`config.mk`:
```
export PLATFORM = sky130hd
export DESIGN_NAME = pm_pair_mul
export DESIGN_NICKNAME = d
export VERILOG_FILES = /design/src/rtl/pm_pkg.sv /design/src/rtl/pm_ctrl.sv /design/src/rtl/pm_datapath.sv /design/src/rtl/pm_writeback.sv /design/src/rtl/pm_pair_mul.sv
export SDC_FILE = /design/constraint.sdc
export NUM_CORES = 1
export LEC_CHECK = 0
export CAP_MARGIN = 20
export CELL_PAD_IN_SITES_DETAIL_PLACEMENT = 0
export CELL_PAD_IN_SITES_GLOBAL_PLACEMENT = 1
export CORE_MARGIN = 2
export CORE_UTILIZATION = 25
export CTS_CLUSTER_DIAMETER = 120
export DETAILED_ROUTE_END_ITERATION = 8
export PLACE_DENSITY = 0.61
export SLEW_MARGIN = 20
export SYNTH_ARGS = -nofsm -noshare
export SYNTH_HDL_FRONTEND = slang
export SYNTH_SLANG_ARGS = --single-unit
```
`constraint.sdc`:
```
create_clock -name clk -period 6.7 [get_ports clk]
set_clock_uncertainty 0.15 [all_clocks]
set_input_delay 0.67 -clock clk [delete_from_list [all_inputs] [get_ports clk]]
set_output_delay 0.67 -clock clk [all_outputs]
set_load 0.05 [all_outputs]
```
`src/rtl/pm_pkg.sv`:
```
package pm_pkg;

    localparam int unsigned XLEN  = 32;
    localparam int unsigned RIDX_W = 4;

    // Flag order, most significant first: first, wide, positive, negative.
    typedef struct packed {
        logic first;
        logic wide;
        logic pos;
        logic neg;
    } ccf_t;

    localparam ccf_t CC_NONE    = '{first: 1'b0, wide: 1'b0, pos: 1'b0, neg: 1'b0};
    localparam ccf_t CC_UPD_MUL = '{first: 1'b0, wide: 1'b1, pos: 1'b1, neg: 1'b1};

    typedef enum logic [1:0] {
        ST_IDLE = 2'b00,
        ST_RUN  = 2'b01,
        ST_DONE = 2'b10
    } pm_state_e;

    function automatic ccf_t cc_build(input logic is_neg, input logic is_zero,
                                      input logic is_wide);
        ccf_t f;
        f.first = 1'b0;
        f.wide  = is_wide;
        f.neg   = is_neg;
        f.pos   = !is_neg && !is_zero;
        return f;
    endfunction

endpackage

```
`src/rtl/pm_ctrl.sv`:
```
module pm_ctrl
    import pm_pkg::*;
#(
    parameter int unsigned W      = 32,
    parameter int unsigned IDX_W  = 4,
    localparam int unsigned CNT_W = $clog2(W)
) (
    input  logic             clk,
    input  logic             rst,
    input  logic             start,
    input  logic [IDX_W-1:0] reg_idx,
    output logic             load,
    output logic             step,
    output logic             last,
    output logic             busy,
    output logic             done,
    output logic [IDX_W-1:0] idx_q
);

    pm_state_e        state;
    logic [CNT_W-1:0] cnt;
    logic             accept;

    assign accept = start && (state != ST_RUN);
    assign busy   = (state == ST_RUN);
    assign done   = (state == ST_DONE);
    assign load   = accept;
    assign step   = busy;
    assign last   = busy && (cnt == CNT_W'(W - 1));

    always_ff @(posedge clk) begin
        if (rst) begin
            state <= ST_IDLE;
            cnt   <= '0;
            idx_q <= '0;
        end else begin
            unique case (state)
                ST_RUN: begin
                    cnt <= cnt + CNT_W'(1);
                    if (cnt == CNT_W'(W - 1)) begin
                        state <= ST_DONE;
                    end
                end
                default: begin
                    if (accept) begin
                        state <= ST_RUN;
                        cnt   <= '0;
                        idx_q <= reg_idx;
                    end else begin
                        state <= ST_IDLE;
                    end
                end
            endcase
        end
    end

    // completion is a single-cycle strobe
    a_r8_done_pulse: assert property (@(posedge clk) disable iff (rst)
        done |=> !done);

    // the busy window ends only into a completion
    a_r8_busy_to_done: assert property (@(posedge clk) disable iff (rst)
        $fell(busy) |-> done);

    // a request during a run does not disturb the captured index or restart the count
    a_r9_ignore_start: assert property (@(posedge clk) disable iff (rst)
        (busy && !last) |=> ($stable(idx_q) && busy && cnt == $past(cnt) + CNT_W'(1)));

endmodule

```
`src/rtl/pm_datapath.sv`:
```
module pm_datapath #(
    parameter int unsigned W   = 32,
    localparam int unsigned PW = 2 * W
) (
    input  logic                clk,
    input  logic                rst,
    input  logic                load,
    input  logic                step,
    input  logic                last,
    input  logic signed [W-1:0] mcand,
    input  logic signed [W-1:0] mplier,
    output logic signed [PW-1:0] prod
);

    logic signed [PW-1:0] a_sh;
    logic        [W-1:0]  b_sh;
    logic signed [PW-1:0] acc;
    logic signed [PW-1:0] term;
    logic signed [PW-1:0] acc_nx;

    // The top multiplier bit carries negative weight in two's complement.
    assign term   = b_sh[0] ? a_sh : '0;
    assign acc_nx = last ? (acc - term) : (acc + term);
    assign prod   = acc;

    always_ff @(posedge clk) begin
        if (rst) begin
            a_sh <= '0;
            b_sh <= '0;
            acc  <= '0;
        end else if (load) begin
            a_sh <= PW'(mcand);
            b_sh <= mplier;
            acc  <= '0;
        end else if (step) begin
            acc  <= acc_nx;
            a_sh <= a_sh <<< 1;
            b_sh <= b_sh >> 1;
        end
    end

    // a zero multiplier bit leaves the partial product untouched
    a_r4_zero_bit_hold: assert property (@(posedge clk) disable iff (rst)
        (step && !load && !b_sh[0]) |=> (acc == $past(acc)));

endmodule

```
`src/rtl/pm_writeback.sv`:
```
module pm_writeback
    import pm_pkg::*;
#(
    parameter int unsigned W     = 32,
    parameter int unsigned IDX_W = 4,
    localparam int unsigned PW   = 2 * W
) (
    input  logic                 clk,
    input  logic                 rst,
    input  logic                 done,
    input  logic [IDX_W-1:0]     idx_q,
    input  logic signed [PW-1:0] prod,
    output logic                 wb0_en,
    output logic [IDX_W-1:0]     wb0_idx,
    output logic [W-1:0]         wb0_data,
    output logic                 wb1_en,
    output logic [IDX_W-1:0]     wb1_idx,
    output logic [W-1:0]         wb1_data,
    output ccf_t                 cc_val,
    output ccf_t                 cc_upd
);

    logic [W-1:0]  hi_w;
    logic [W-1:0]  lo_w;
    logic          odd_dst;
    logic          p_zero;
    logic          p_neg;
    logic          p_wide;
    ccf_t          flags;

    assign hi_w    = prod[PW-1:W];
    assign lo_w    = prod[W-1:0];
    assign odd_dst = idx_q[0];

    assign p_zero  = (prod == '0);
    assign p_neg   = prod[PW-1];
    assign p_wide  = (hi_w != {W{lo_w[W-1]}});
    assign flags   = cc_build(p_neg, p_zero, p_wide);

    assign wb0_en   = done;
    assign wb0_idx  = idx_q;
    assign wb0_data = odd_dst ? lo_w : hi_w;

    assign wb1_en   = done && !odd_dst;
    assign wb1_idx  = idx_q | IDX_W'(1);
    assign wb1_data = lo_w;

    assign cc_val   = done ? flags : CC_NONE;
    assign cc_upd   = done ? CC_UPD_MUL : CC_NONE;

    // an odd destination never opens the second port
    a_r3_odd_single: assert property (@(posedge clk) disable iff (rst)
        (wb0_en && wb0_idx[0]) |-> !wb1_en);

    // the second port always targets the partner of the first
    a_r2_pair_index: assert property (@(posedge clk) disable iff (rst)
        wb1_en |-> (wb1_idx == wb0_idx + IDX_W'(1)) && wb0_en);

    // positive and negative are exclusive
    a_r5_sign_excl: assert property (@(posedge clk) disable iff (rst)
        done |-> !(cc_val.pos && cc_val.neg));

    // flag updates only accompany a write-back
    a_r7_upd_with_done: assert property (@(posedge clk) disable iff (rst)
        (cc_upd != CC_NONE) |-> wb0_en);

    // a narrow product with a negative flag has a negative lower word
    a_r6_narrow_sign: assert property (@(posedge clk) disable iff (rst)
        (done && !cc_val.wide && cc_val.neg) |-> lo_w[W-1]);

endmodule

```
`src/rtl/pm_pair_mul.sv`:
```
module pm_pair_mul
    import pm_pkg::*;
#(
    parameter int unsigned W     = 32,
    parameter int unsigned IDX_W = 4,
    localparam int unsigned PW   = 2 * W
) (
    input  logic             clk,
    input  logic             rst,
    input  logic             start,
    input  logic [IDX_W-1:0] reg_idx,
    input  logic [W-1:0]     mcand,
    input  logic [W-1:0]     mplier,
    output logic [IDX_W-1:0] src_idx,
    output logic             busy,
    output logic             done,
    output logic             wb0_en,
    output logic [IDX_W-1:0] wb0_idx,
    output logic [W-1:0]     wb0_data,
    output logic             wb1_en,
    output logic [IDX_W-1:0] wb1_idx,
    output logic [W-1:0]     wb1_data,
    output logic [3:0]       cc_val,
    output logic [3:0]       cc_upd
);

    logic             load;
    logic             step;
    logic             last;
    logic [IDX_W-1:0] idx_q;
    logic signed [PW-1:0] prod;
    ccf_t             ccv;
    ccf_t             ccu;

    assign src_idx = reg_idx | IDX_W'(1);
    assign cc_val  = ccv;
    assign cc_upd  = ccu;

    pm_ctrl #(.W(W), .IDX_W(IDX_W)) u_ctrl (
        .clk     (clk),
        .rst     (rst),
        .start   (start),
        .reg_idx (reg_idx),
        .load    (load),
        .step    (step),
        .last    (last),
        .busy    (busy),
        .done    (done),
        .idx_q   (idx_q)
    );

    pm_datapath #(.W(W)) u_dp (
        .clk    (clk),
        .rst    (rst),
        .load   (load),
        .step   (step),
        .last   (last),
        .mcand  (mcand),
        .mplier (mplier),
        .prod   (prod)
    );

    pm_writeback #(.W(W), .IDX_W(IDX_W)) u_wb (
        .clk      (clk),
        .rst      (rst),
        .done     (done),
        .idx_q    (idx_q),
        .prod     (prod),
        .wb0_en   (wb0_en),
        .wb0_idx  (wb0_idx),
        .wb0_data (wb0_data),
        .wb1_en   (wb1_en),
        .wb1_idx  (wb1_idx),
        .wb1_data (wb1_data),
        .cc_val   (ccv),
        .cc_upd   (ccu)
    );

    // nothing is written while idle after reset
    a_r10_quiet_idle: assert property (@(posedge clk) disable iff (rst)
        (!done) |-> (!wb0_en && !wb1_en && cc_upd == 4'b0000));

endmodule

```
==> results.tsv, run 1 <==
metric	value	unit
Hold Fails Final Rpt	0	
Synth Flop Type	dfxtp_1	
status	finished, final reports clean	
Yosys top cell area share	0.2613	
maxcap violations	0	
worst-path fanout max	19	
starting DRC count in detailed routing	1027	
Critical Path RT	6.90	ns
first-pass GRT wire length	72950	um
Fin Setup TNS	0	ns
number of synthesized register bits	171	
largest net degree at the start of global routing	218	
PortBufs	154	
minimum clock period after layout	6.198	ns
initial core utilization	0.2543	
Startpoint Class	flop	
grt ovf	0	
core area	51510	um2
ys async rst share	0	
initial antenna violation count	1	
synth top area cells	dfxtp_1 (26%), ha_1 (6.3%), nand2_1 (6.0%)	
Total Wirelength	47450	um
root buf cell	clkbuf_16	
number of global-route vias before repair	11900	
post-DP HPWL	36040	um
post-synth cell types	76	
Final setup viols	0	
Tot GR Track Use	0.1762	
Avg Inst Size Synth	7.542	um2
Clk pin slew, worst setup/hold paths	0.08	ns
hold buffer count at CTS	0	
relative slew slack	0.3724	
LEAKAGE	6.150	nW
number of H-tree levels	4	
First-pass DRT Iterations	7	
fmax	161.3	MHz
antenna cells	0	
Pins Over Slew Limit	0	
postcts setup bufs	0	
Wirelength per Cell	19.31	um
number of top-level pins	159	
Mapped Cells	1737	
worst skew pair latency	0.50	ns
Rows	83	
Ys Warns	0	
CTS tree	yes	
final RePlAce weighted congestion	0.9015	
register area share after synthesis	0.2613	
Max rail drop VDD	0.1250	mV
crit path kind	flop to flop	
worst min path class	flop to flop	
CTS Buf Count	17	
Synth top cells by count	nand2_1 (208), nor2_1 (181), dfxtp_1 (171)	
Post-DRT Antenna Nets	0	
RSZ-0062 raised after global routing	no	
Via density	5.123	
cts repair resizes	0	
Syn-to-layout area delta	17.74	%
filler instances	5564	
Crit. End Element	flop	
CP arrival	6.40	ns
post-synth top area cell	dfxtp_1	
# nets final	1902	
cell area power density	285.6	nW/um2
Die W	232.9	um
EDFF count, synth	0	
period utilization	0.9251	
Die ar.	54250	um2
synthesized area	13100	um2
Residual DRC	0	
Die Height	232.9	um
Layout Utilization	0.2994	
layout cells sized above 1	0.06134	
clock sink total	171	
most common cell in the synthesized netlist	nand2_1	
Slew @ Worst Pin	0.9414	ns
Max clock buf depth	2	
via count	12590	
flip-flops by register name, summed over array words and instances (netlist names):
signal / cells
u_dp.prod: 64
u_dp.b_sh: 32
u_ctrl.state: 2
u_ctrl.idx_q: 4
u_ctrl.cnt: 5
u_dp.a_sh: 64
report_power, final:
| part | total [W] | leakage (nW) | switching (W) | internal (W) |
|---|---|---|---|---|
| sequential | 0.00131 | 1.41 | 0.000186 | 0.00112 |
| clock | 0.00103 | 0.283 | 0.000528 | 0.000506 |
| combinational | 0.00206 | 4.46 | 0.00126 | 0.000807 |
| total | 0.00441 | 6.15 | 0.00197 | 0.00243 |
cell type report:
type,count,area (um2),area share
sequential,171,3425,0.2220
clock inverter,14,147.6,0.009573
clock buffer,18,439.2,0.02847
tap,680,850.8,0.05516
multi-input combinational,1384,8832,0.5726
inverter,24,90.09,0.005841
timing repair buffer,166,1639,0.1063
per-layer routing:
layer / part of all wire / wire length, um / GRT usage / vias to the layer above
li1: - / - / - / 6298
met2: 0.42 / 20090 / 0.2609 / 333
met3: 0.058 / 2759 / 0.03603 / 39
met4: 0.015 / 712 / 0.04777 / 2
met5: 0.00023 / 11 / 0 / -
met1: 0.50 / 23880 / 0.2559 / 5914
final timing paths:
kind	cells after the start	endpoint	slack, ns	from
worst max register to register	18	u_dp.prod[57]	0.50	u_dp.a_sh[7]
worst min register to register	2	u_ctrl.idx_q[0]	0.32	u_ctrl.idx_q[0]
worst min-delay path	2	u_ctrl.idx_q[0]	0.32	u_ctrl.idx_q[0]
worst max-delay path	18	u_dp.prod[57]	0.50	u_dp.a_sh[7]
cells in the final DEF (no fill, tap or decap), types with 13 or more instances in the layout:
master           count
nor3_1              43
o22ai_1             19
buf_4               13
nor2_1             181
a211oi_1            72
nand2b_1            15
a31oi_1             18
xor2_1              35
nor4_1              24
nand2_1            207
inv_1               22
o21ai_0             54
o21bai_1            16
a21o_1              56
dfxtp_1            170
xnor2_1             56
nand3_1             50
nor2b_1             24
nand4_1             29
mux2i_1             65
mux2_2              32
clkbuf_16           17
or3_1               14
ha_1                66
a21oi_1            151
clkdlybuf4s50_1    152
worst max-delay path: stages (launching register included):
cell      delay [ns]
dfxtp_1         0.37
or3_1           0.44
or2_2           0.31
or4_1           0.43
a21oi_2         0.34
nor2_1          0.12
or2_2           0.48
o211ai_1        0.16
ha_1            0.36
a21o_1          0.21
o31a_1          0.30
o41ai_1         0.46
nor3_1          0.18
a31oi_1         0.50
o211ai_1        0.31
a41oi_1         0.52
o21bai_1        0.17
xnor2_1         0.16
o21ai_0         0.09
stage by stage:
| step | hold slack [ns] | power [W] | instances | worst slack, ns | instance area [um2] |
|---|---|---|---|---|---|
| after global routing | 0.3575 | 0.004694 | 2457 | 0.1117 | 15420 |
| after detailed placement | 0.3119 | 0.003373 | 2425 | 0.5776 | 14830 |
| after global placement | 0.2975 | 0.003372 | 2425 | 0.7131 | 14830 |
| after CTS | 0.3259 | 0.004429 | 2457 | 0.5478 | 15420 |
| final | 0.3194 | 0.004405 | 2457 | 0.5020 | 15420 |
| after floorplan | 0.3039 | 0.002794 | 1739 | 0.6544 | 13110 |
cell families (layout without fill, tap and decap cells):
group,count (synthesis),after routing,share of synthesized area
buffers and inverters,184,222,0.06600
xor gates and xnor gates,92,92,0.06208
muxes,97,97,0.07717
and+or+nand+nor,650,650,0.2341
AOI/OAI and AO/OA,474,474,0.2342
other,2,4,0.0005733
adders and majority gates,67,67,0.06457
DFF,171,171,0.2613
Power figures use the tool's default switching activity.
==> run 2, diff against run 1 <==
--- a/config.mk
+++ b/config.mk
@@ -5,14 +5,17 @@
 export SDC_FILE = /design/constraint.sdc
 export NUM_CORES = 1
 export LEC_CHECK = 0
+export ABC_AREA = 1
 export CAP_MARGIN = 20
 export CELL_PAD_IN_SITES_DETAIL_PLACEMENT = 0
 export CELL_PAD_IN_SITES_GLOBAL_PLACEMENT = 1
 export CORE_MARGIN = 2
 export CORE_UTILIZATION = 25
 export CTS_CLUSTER_DIAMETER = 120
+export CTS_CLUSTER_SIZE = 24
 export DETAILED_ROUTE_END_ITERATION = 8
-export PLACE_DENSITY = 0.61
+export PLACE_DENSITY = 0.63
+export REMOVE_ABC_BUFFERS = 1
 export SLEW_MARGIN = 20
 export SYNTH_ARGS = -nofsm -noshare
 export SYNTH_HDL_FRONTEND = slang
==> results.tsv, run 2 <==
metric	value	unit	change
status	finished, final reports clean		
cell area power density	257.7	nW/um2	-9.8%
crit path cell chain	nor4_1 > nand3_1 > nor4_1 > nor3_1 > clkdlybuf4s50_1		
crit-path leading delay family	simple AND/OR/NAND/NOR gates		
cts repair resizes	0		unchanged
worst min path class	flop to flop		
number of H-tree levels	4		unchanged
Die W	258.3	um	+11%
synthesized area	16170	um2	+23%
Mapped Cells	2877		+66%
worst-path fanout max	6		-13
Buf/Inv on CP	1		+1
Critical Path RT	5.88	ns	-1.02 ns
minimum clock period after layout	4.759	ns	-1.439 ns
cell mode on critical path	nor4_1		
starting DRC count in detailed routing	1159		+13%
PortBufs	154		unchanged
root buf cell	clkbuf_16		
clock sink total	171		unchanged
initial core utilization	0.2518		-0.002532
Ys Warns	0		unchanged
most common cell in the synthesized netlist	nand2_1		
R2R setup slack	2.12	ns	+1.62 ns
number of synthesized register bits	171		unchanged
Layout Utilization	0.2925		-0.006908
fmax	210.1	MHz	+30%
filler instances	7494		+35%
register area share after synthesis	0.2117		-0.04965
maxcap violations	0		unchanged
layout cells sized above 1	0.03967		-0.02166
post-synth top area cell	nand2_1		
hold buffer count at CTS	0		unchanged
CP arrival	3.94	ns	-2.46 ns
post-DP HPWL	52910	um	+47%
Pins Over Slew Limit	0		unchanged
Clk pin slew, worst setup/hold paths	0.08	ns	about the same
CTS Buf Count	17		unchanged
core area	64230	um2	+25%
Tot GR Track Use	0.1959		+0.01967
Synth top cells by count	nand2_1 (926), inv_1 (653), nor2_1 (239)		
postcts setup bufs	0		unchanged
Post-DRT Antenna Nets	0		unchanged
Rows	93		+12%
Die Height	258.3	um	+11%
Total Wirelength	64740	um	+36%
Final setup viols	0		unchanged
number of global-route vias before repair	16460		+38%
Crit. End Element	output port		
Wirelength per Cell	17.02	um	-12%
relative slew slack	0.3459		-0.02645
Max clock buf depth	2		unchanged
# nets final	3074		+62%
initial antenna violation count	1		unchanged
antenna cells	0		unchanged
CP max-delay cell	nor4_1		
via count	17000		+35%
worst skew pair latency	0.50	ns	about the same
CTS tree	yes		
crit path kind	flop to output port		
Max rail drop VDD	0.1918	mV	+53%
Fin Hold WS	0.3173	ns	-0.002100 ns
Avg Inst Size Synth	5.621	um2	-25%
ys async rst share	0		unchanged
first-pass GRT wire length	99150	um	+36%
Fin Setup TNS	0	ns	unchanged
Hold Fails Final Rpt	0		unchanged
most frequent cells in the layout	nand2_1 (926), inv_1 (651), nor2_1 (237)		
Yosys top cell area share	0.2149		-0.04640
grt ovf	0		unchanged
number of top-level pins	159		unchanged
RSZ-0062 raised after global routing	no		
final RePlAce weighted congestion	0.9389		+4.1%
synth top area cells	nand2_1 (21%), dfxtp_1 (21%), inv_1 (15%)		
Startpoint Class	flop		
LEAKAGE	10.44	nW	+70%
commonest non-fill, non-tap cell in the layout	nand2_1		
Die ar.	66740	um2	+23%
Synth Flop Type	dfxtp_1		
max incr delay on CP	0.91	ns	+0.39 ns
Residual DRC	0		unchanged
period utilization	0.7103		-0.2148
EDFF count, synth	0		unchanged
Syn-to-layout area delta	16.18	%	
Slew @ Worst Pin	0.9721	ns	+0.03072 ns
First-pass DRT Iterations	5		-2
post-synth cell types	46		-39%
largest net degree at the start of global routing	72		-67%
Via density	4.468		-13%
[run 2: changes by cell type in the layout (fill, tap and decap cells not counted), moves of 46 or more]
| cell | before | now |
|---|---|---|
| mux2i_1 | 65 | 0 |
| o221ai_1 | 2 | 58 |
| a211oi_1 | 72 | 0 |
| nand3_1 | 50 | 96 |
| o21ai_0 | 54 | 133 |
| inv_1 | 22 | 651 |
| a21o_1 | 56 | 0 |
| nor2_1 | 181 | 237 |
| nand2_1 | 207 | 926 |
[run 2: report_power, final]
group / switching, W / leakage [nW] / internal (W) / total, W
Sequential: 0.0000923 / 1.40 / 0.00109 / 0.00118
Combinational: 0.00181 / 8.75 / 0.000769 / 0.00258
Clock: 0.000569 / 0.292 / 0.000516 / 0.00109
[run 2: stage by stage]
stage	std cells	power [W]	setup slack, ns	cell area [um2]
2_1_floorplan	2749	0.002869	-0.6923	15440
3_3_place_gp	3772	0.003772	2.172	18170
3_5_place_dp	3772	0.003758	2.135	18170
4_1_cts	3804	0.004860	2.023	18790
5_1_grt	3804	0.005211	1.660	18790
6_report	3804	0.004843	1.941	18790
[run 2: worst paths after layout]
kind	cells past startpoint	endpoint	start
max reg2reg	23	u_dp.prod[58]	u_dp.b_sh[0]
min reg2reg	2	u_dp.b_sh[31]	u_dp.b_sh[31]
min	2	u_dp.b_sh[31]	u_dp.b_sh[31]
max	5	cc_val[1]	u_dp.prod[1]
[run 2: routing by layer]
| metal | routed length [um] | GRT usage |
|---|---|---|
| met1 | 32410 | 0.2825 |
| met2 | 27740 | 0.3038 |
| met3 | 3208 | 0.02494 |
| met4 | 1383 | 0.05588 |
| met5 | 0 | 0 |
[run 2: area by class of cell]
| cell class | instances | area (um2) | area share |
|---|---|---|---|
| multi-input combinational | 1916 | 9545 | 0.5080 |
| sequential | 171 | 3426 | 0.1823 |
| inverter | 662 | 2487 | 0.1324 |
| timing repair buffer | 168 | 1647 | 0.08763 |
| tap | 855 | 1070 | 0.05694 |
| clock buffer | 18 | 439.2 | 0.02337 |
| clock inverter | 14 | 175.2 | 0.009323 |
[run 2: worst min-delay path, cell delays in order, from the launching register on]
cell	delay [ns]
dfxtp_1	0.31
nand2_1	0.06
a21oi_1	0.05
[run 2: logic make-up after synthesis]
group,Yosys count,synth area share
AOI/OAI and AO/OA,360,0.1313
xor gates and xnor gates,88,0.04766
DFF,171,0.2117
adders and majority gates,67,0.05230
and+or+nand+nor,1397,0.3571
buffers and inverters,792,0.1995
other,2,0.0004644
==> run 3, diff against run 2 <==
--- a/config.mk
+++ b/config.mk
@@ -14,7 +14,7 @@
 export CTS_CLUSTER_DIAMETER = 120
 export CTS_CLUSTER_SIZE = 24
 export DETAILED_ROUTE_END_ITERATION = 8
-export PLACE_DENSITY = 0.63
+export PLACE_DENSITY = 0.65
 export REMOVE_ABC_BUFFERS = 1
 export SLEW_MARGIN = 20
 export SYNTH_ARGS = -nofsm -noshare
==> constraint.sdc (replaced) <==
create_clock -name clk -period 4.09 [get_ports clk]
set_clock_uncertainty 0.15 [all_clocks]
set_input_delay 0.409 -clock clk [delete_from_list [all_inputs] [get_ports clk]]
set_output_delay 0.409 -clock clk [all_outputs]
set_load 0.05 [all_outputs]
==> results.tsv, run 3 (synthesized netlist as in run 2, its figures left out) <==
metric	value	unit	change
Logic pwr share	0.572		+0.040
layout cells sized above 1	0.1289		+0.08925
Crit. End Element	flop		
Residual DRC	0		unchanged
crit path cell chain	buf_12 > buf_12 > nand2_4 > nand2_1 > nor2_1 > nand4_1 > nor3_1 > nand3_1 > xor2_1 > nand2_1 > o21ai_1 > ha_1 > a21oi_1 > o21ai_0 > buf_4 > inv_1 > nand2_1 > buf_4 > a21oi_1 > nand3_1 > nand2_1 > nand3_1 > nand2_1 > inv_1		
PortBufs	154		unchanged
Die Height	258.3	um	unchanged
period utilization	0.9696		
most frequent cells in the layout	nand2_1 (908), inv_1 (649), buf_4 (210)		
cell area power density	418.7	nW/um2	+62%
worst skew pair latency	0.51	ns	about the same
setup ws final	0.1243	ns	-1.817 ns
cell mode on critical path	nand2_1		
LEAKAGE	11.53	nW	+10%
Final setup viols	0		unchanged
Die ar.	66740	um2	unchanged
Max clock buf depth	2		unchanged
Clk pin slew, worst setup/hold paths	0.09	ns	about the same
Startpoint Class	flop		
Via density	4.359		-2.4%
Layout Utilization	0.3252		+0.03273
RSZ-0062 raised after global routing	yes		
maxcap violations	0		unchanged
# nets final	3282		+6.8%
initial antenna violation count	0		-1
CTS Buf Count	17		unchanged
antenna cells	0		unchanged
starting DRC count in detailed routing	1392		+20%
root buf cell	clkbuf_16		
initial core utilization	0.2518		unchanged
Switching Power	0.004275	W	+73%
relative slew slack	0.4556		+0.1096
Slew @ Worst Pin	0.8158	ns	-0.1564 ns
Critical Path RT	4.35	ns	-1.53 ns
post-route design area	20890	um2	+11%
switching share of total power	0.4887		-0.02096
CTS tree	yes		
largest net degree at the start of global routing	92		+28%
grt ovf	0		unchanged
CP max-delay cell	dfxtp_4		
register share of total power	0.221		-0.023
Post-DRT Antenna Nets	0		unchanged
via count	17490		+2.9%
R2R setup slack	0.12	ns	-2.00 ns
status	finished, final reports clean		
number of global-route vias before repair	16640		+1.1%
fmax	252.2	MHz	
Rows	93		unchanged
number of H-tree levels	4		unchanged
post-place instance area	19800	um2	+8.9%
Fin Setup TNS	0	ns	unchanged
commonest non-fill, non-tap cell in the layout	nand2_1		
Total Wirelength	64980	um	+0.37%
number of top-level pins	159		unchanged
Tot GR Track Use	0.1938		-0.002063
minimum clock period after layout	3.966	ns	
CP arrival	4.23	ns	+0.29 ns
core area	64230	um2	unchanged
Pins Over Slew Limit	0		unchanged
Max rail drop VDD	0.3579	mV	+87%
First-pass DRT Iterations	5		unchanged
worst-path fanout max	23		+17
P_int	0.004472	W	+88%
Die W	258.3	um	unchanged
max incr delay on CP	0.41	ns	-0.50 ns
worst min path class	flop to flop		
Clock Power Share	0.207		-0.017
post-DP HPWL	53150	um	+0.46%
Wirelength per Cell	16.20	um	-4.8%
first-pass GRT wire length	97780	um	-1.4%
crit path kind	flop to flop		
clock sink total	171		unchanged
Hold Fails Final Rpt	0		unchanged
final RePlAce weighted congestion	0.9484		+1.0%
Syn-to-layout area delta	29.17	%	
worst slack, placed	-0.1050	ns	-2.240 ns
==> run 3: what timing repair did <==
action,CTS,global route
hold buffers,0,0
endpoints found under the setup margin,12,44
buffers inserted,1,10
pin swaps,1,6
gates resized for setup,3,92
==> run 3: layer usage <==
metal,GRT usage,up-vias,routed length (um)
li1,-,9276,-
met1,0.2706,7759,32010
met2,0.3054,389,28050
met3,0.02827,66,3390
met4,0.06310,0,1531
met5,0,-,0
==> run 3: worst paths after layout <==
kind / from / end / cells past startpoint
hold / removal: u_dp.b_sh[31] / u_dp.b_sh[31] / 2
setup / recovery: u_dp.b_sh[0] / u_dp.prod[52] / 24
setup reg to reg: u_dp.b_sh[0] / u_dp.prod[52] / 24
hold reg to reg: u_dp.b_sh[31] / u_dp.b_sh[31] / 2
==> run 3: power by group through the flow <==
stage | sequential, W | clock, W | combinational (W)
global placement | 0.00197 | 0 | 0.00474
detailed placement | 0.00197 | 0 | 0.00472
CTS | 0.00193 | 0.00188 | 0.00476
finish | 0.00193 | 0.00181 | 0.00500
global route | 0.00195 | 0.00192 | 0.00548
floorplan | 0.00203 | 0 | 0.00267
==> run 3: critical path: cells and delay by family, from the launching register on <==
family,cells,cell delay [ns]
AO/OA/AOI/OAI,4,0.76
XOR/XNOR,1,0.17
buffers and inverters,6,0.69
adder cells (fa/ha/maj),1,0.35
flip-flops,1,0.41
AND/OR/NAND/NOR,12,1.33
==> run 3: layout make-up <==
class	instances	area, um2
well taps	855	1070
clock inverters	15	216.5
fillers	7357	43340
clock buffers	17	425.4
repair buffers	376	3368
inverters	662	2487
flip-flops and latches	171	3428
multi-input cells	1916	9896
==> run 3: metrics by stage <==
| step | hold slack [ns] | power (W) | std cells |
|---|---|---|---|
| floorplan | 0.2833 | 0.004700 | 2749 |
| global placement | 0.3020 | 0.006707 | 3969 |
| detailed placement | 0.3066 | 0.006690 | 3969 |
| CTS | 0.2825 | 0.008572 | 4002 |
| global route | 0.3084 | 0.009356 | 4012 |
| finish | 0.3165 | 0.008746 | 4012 |
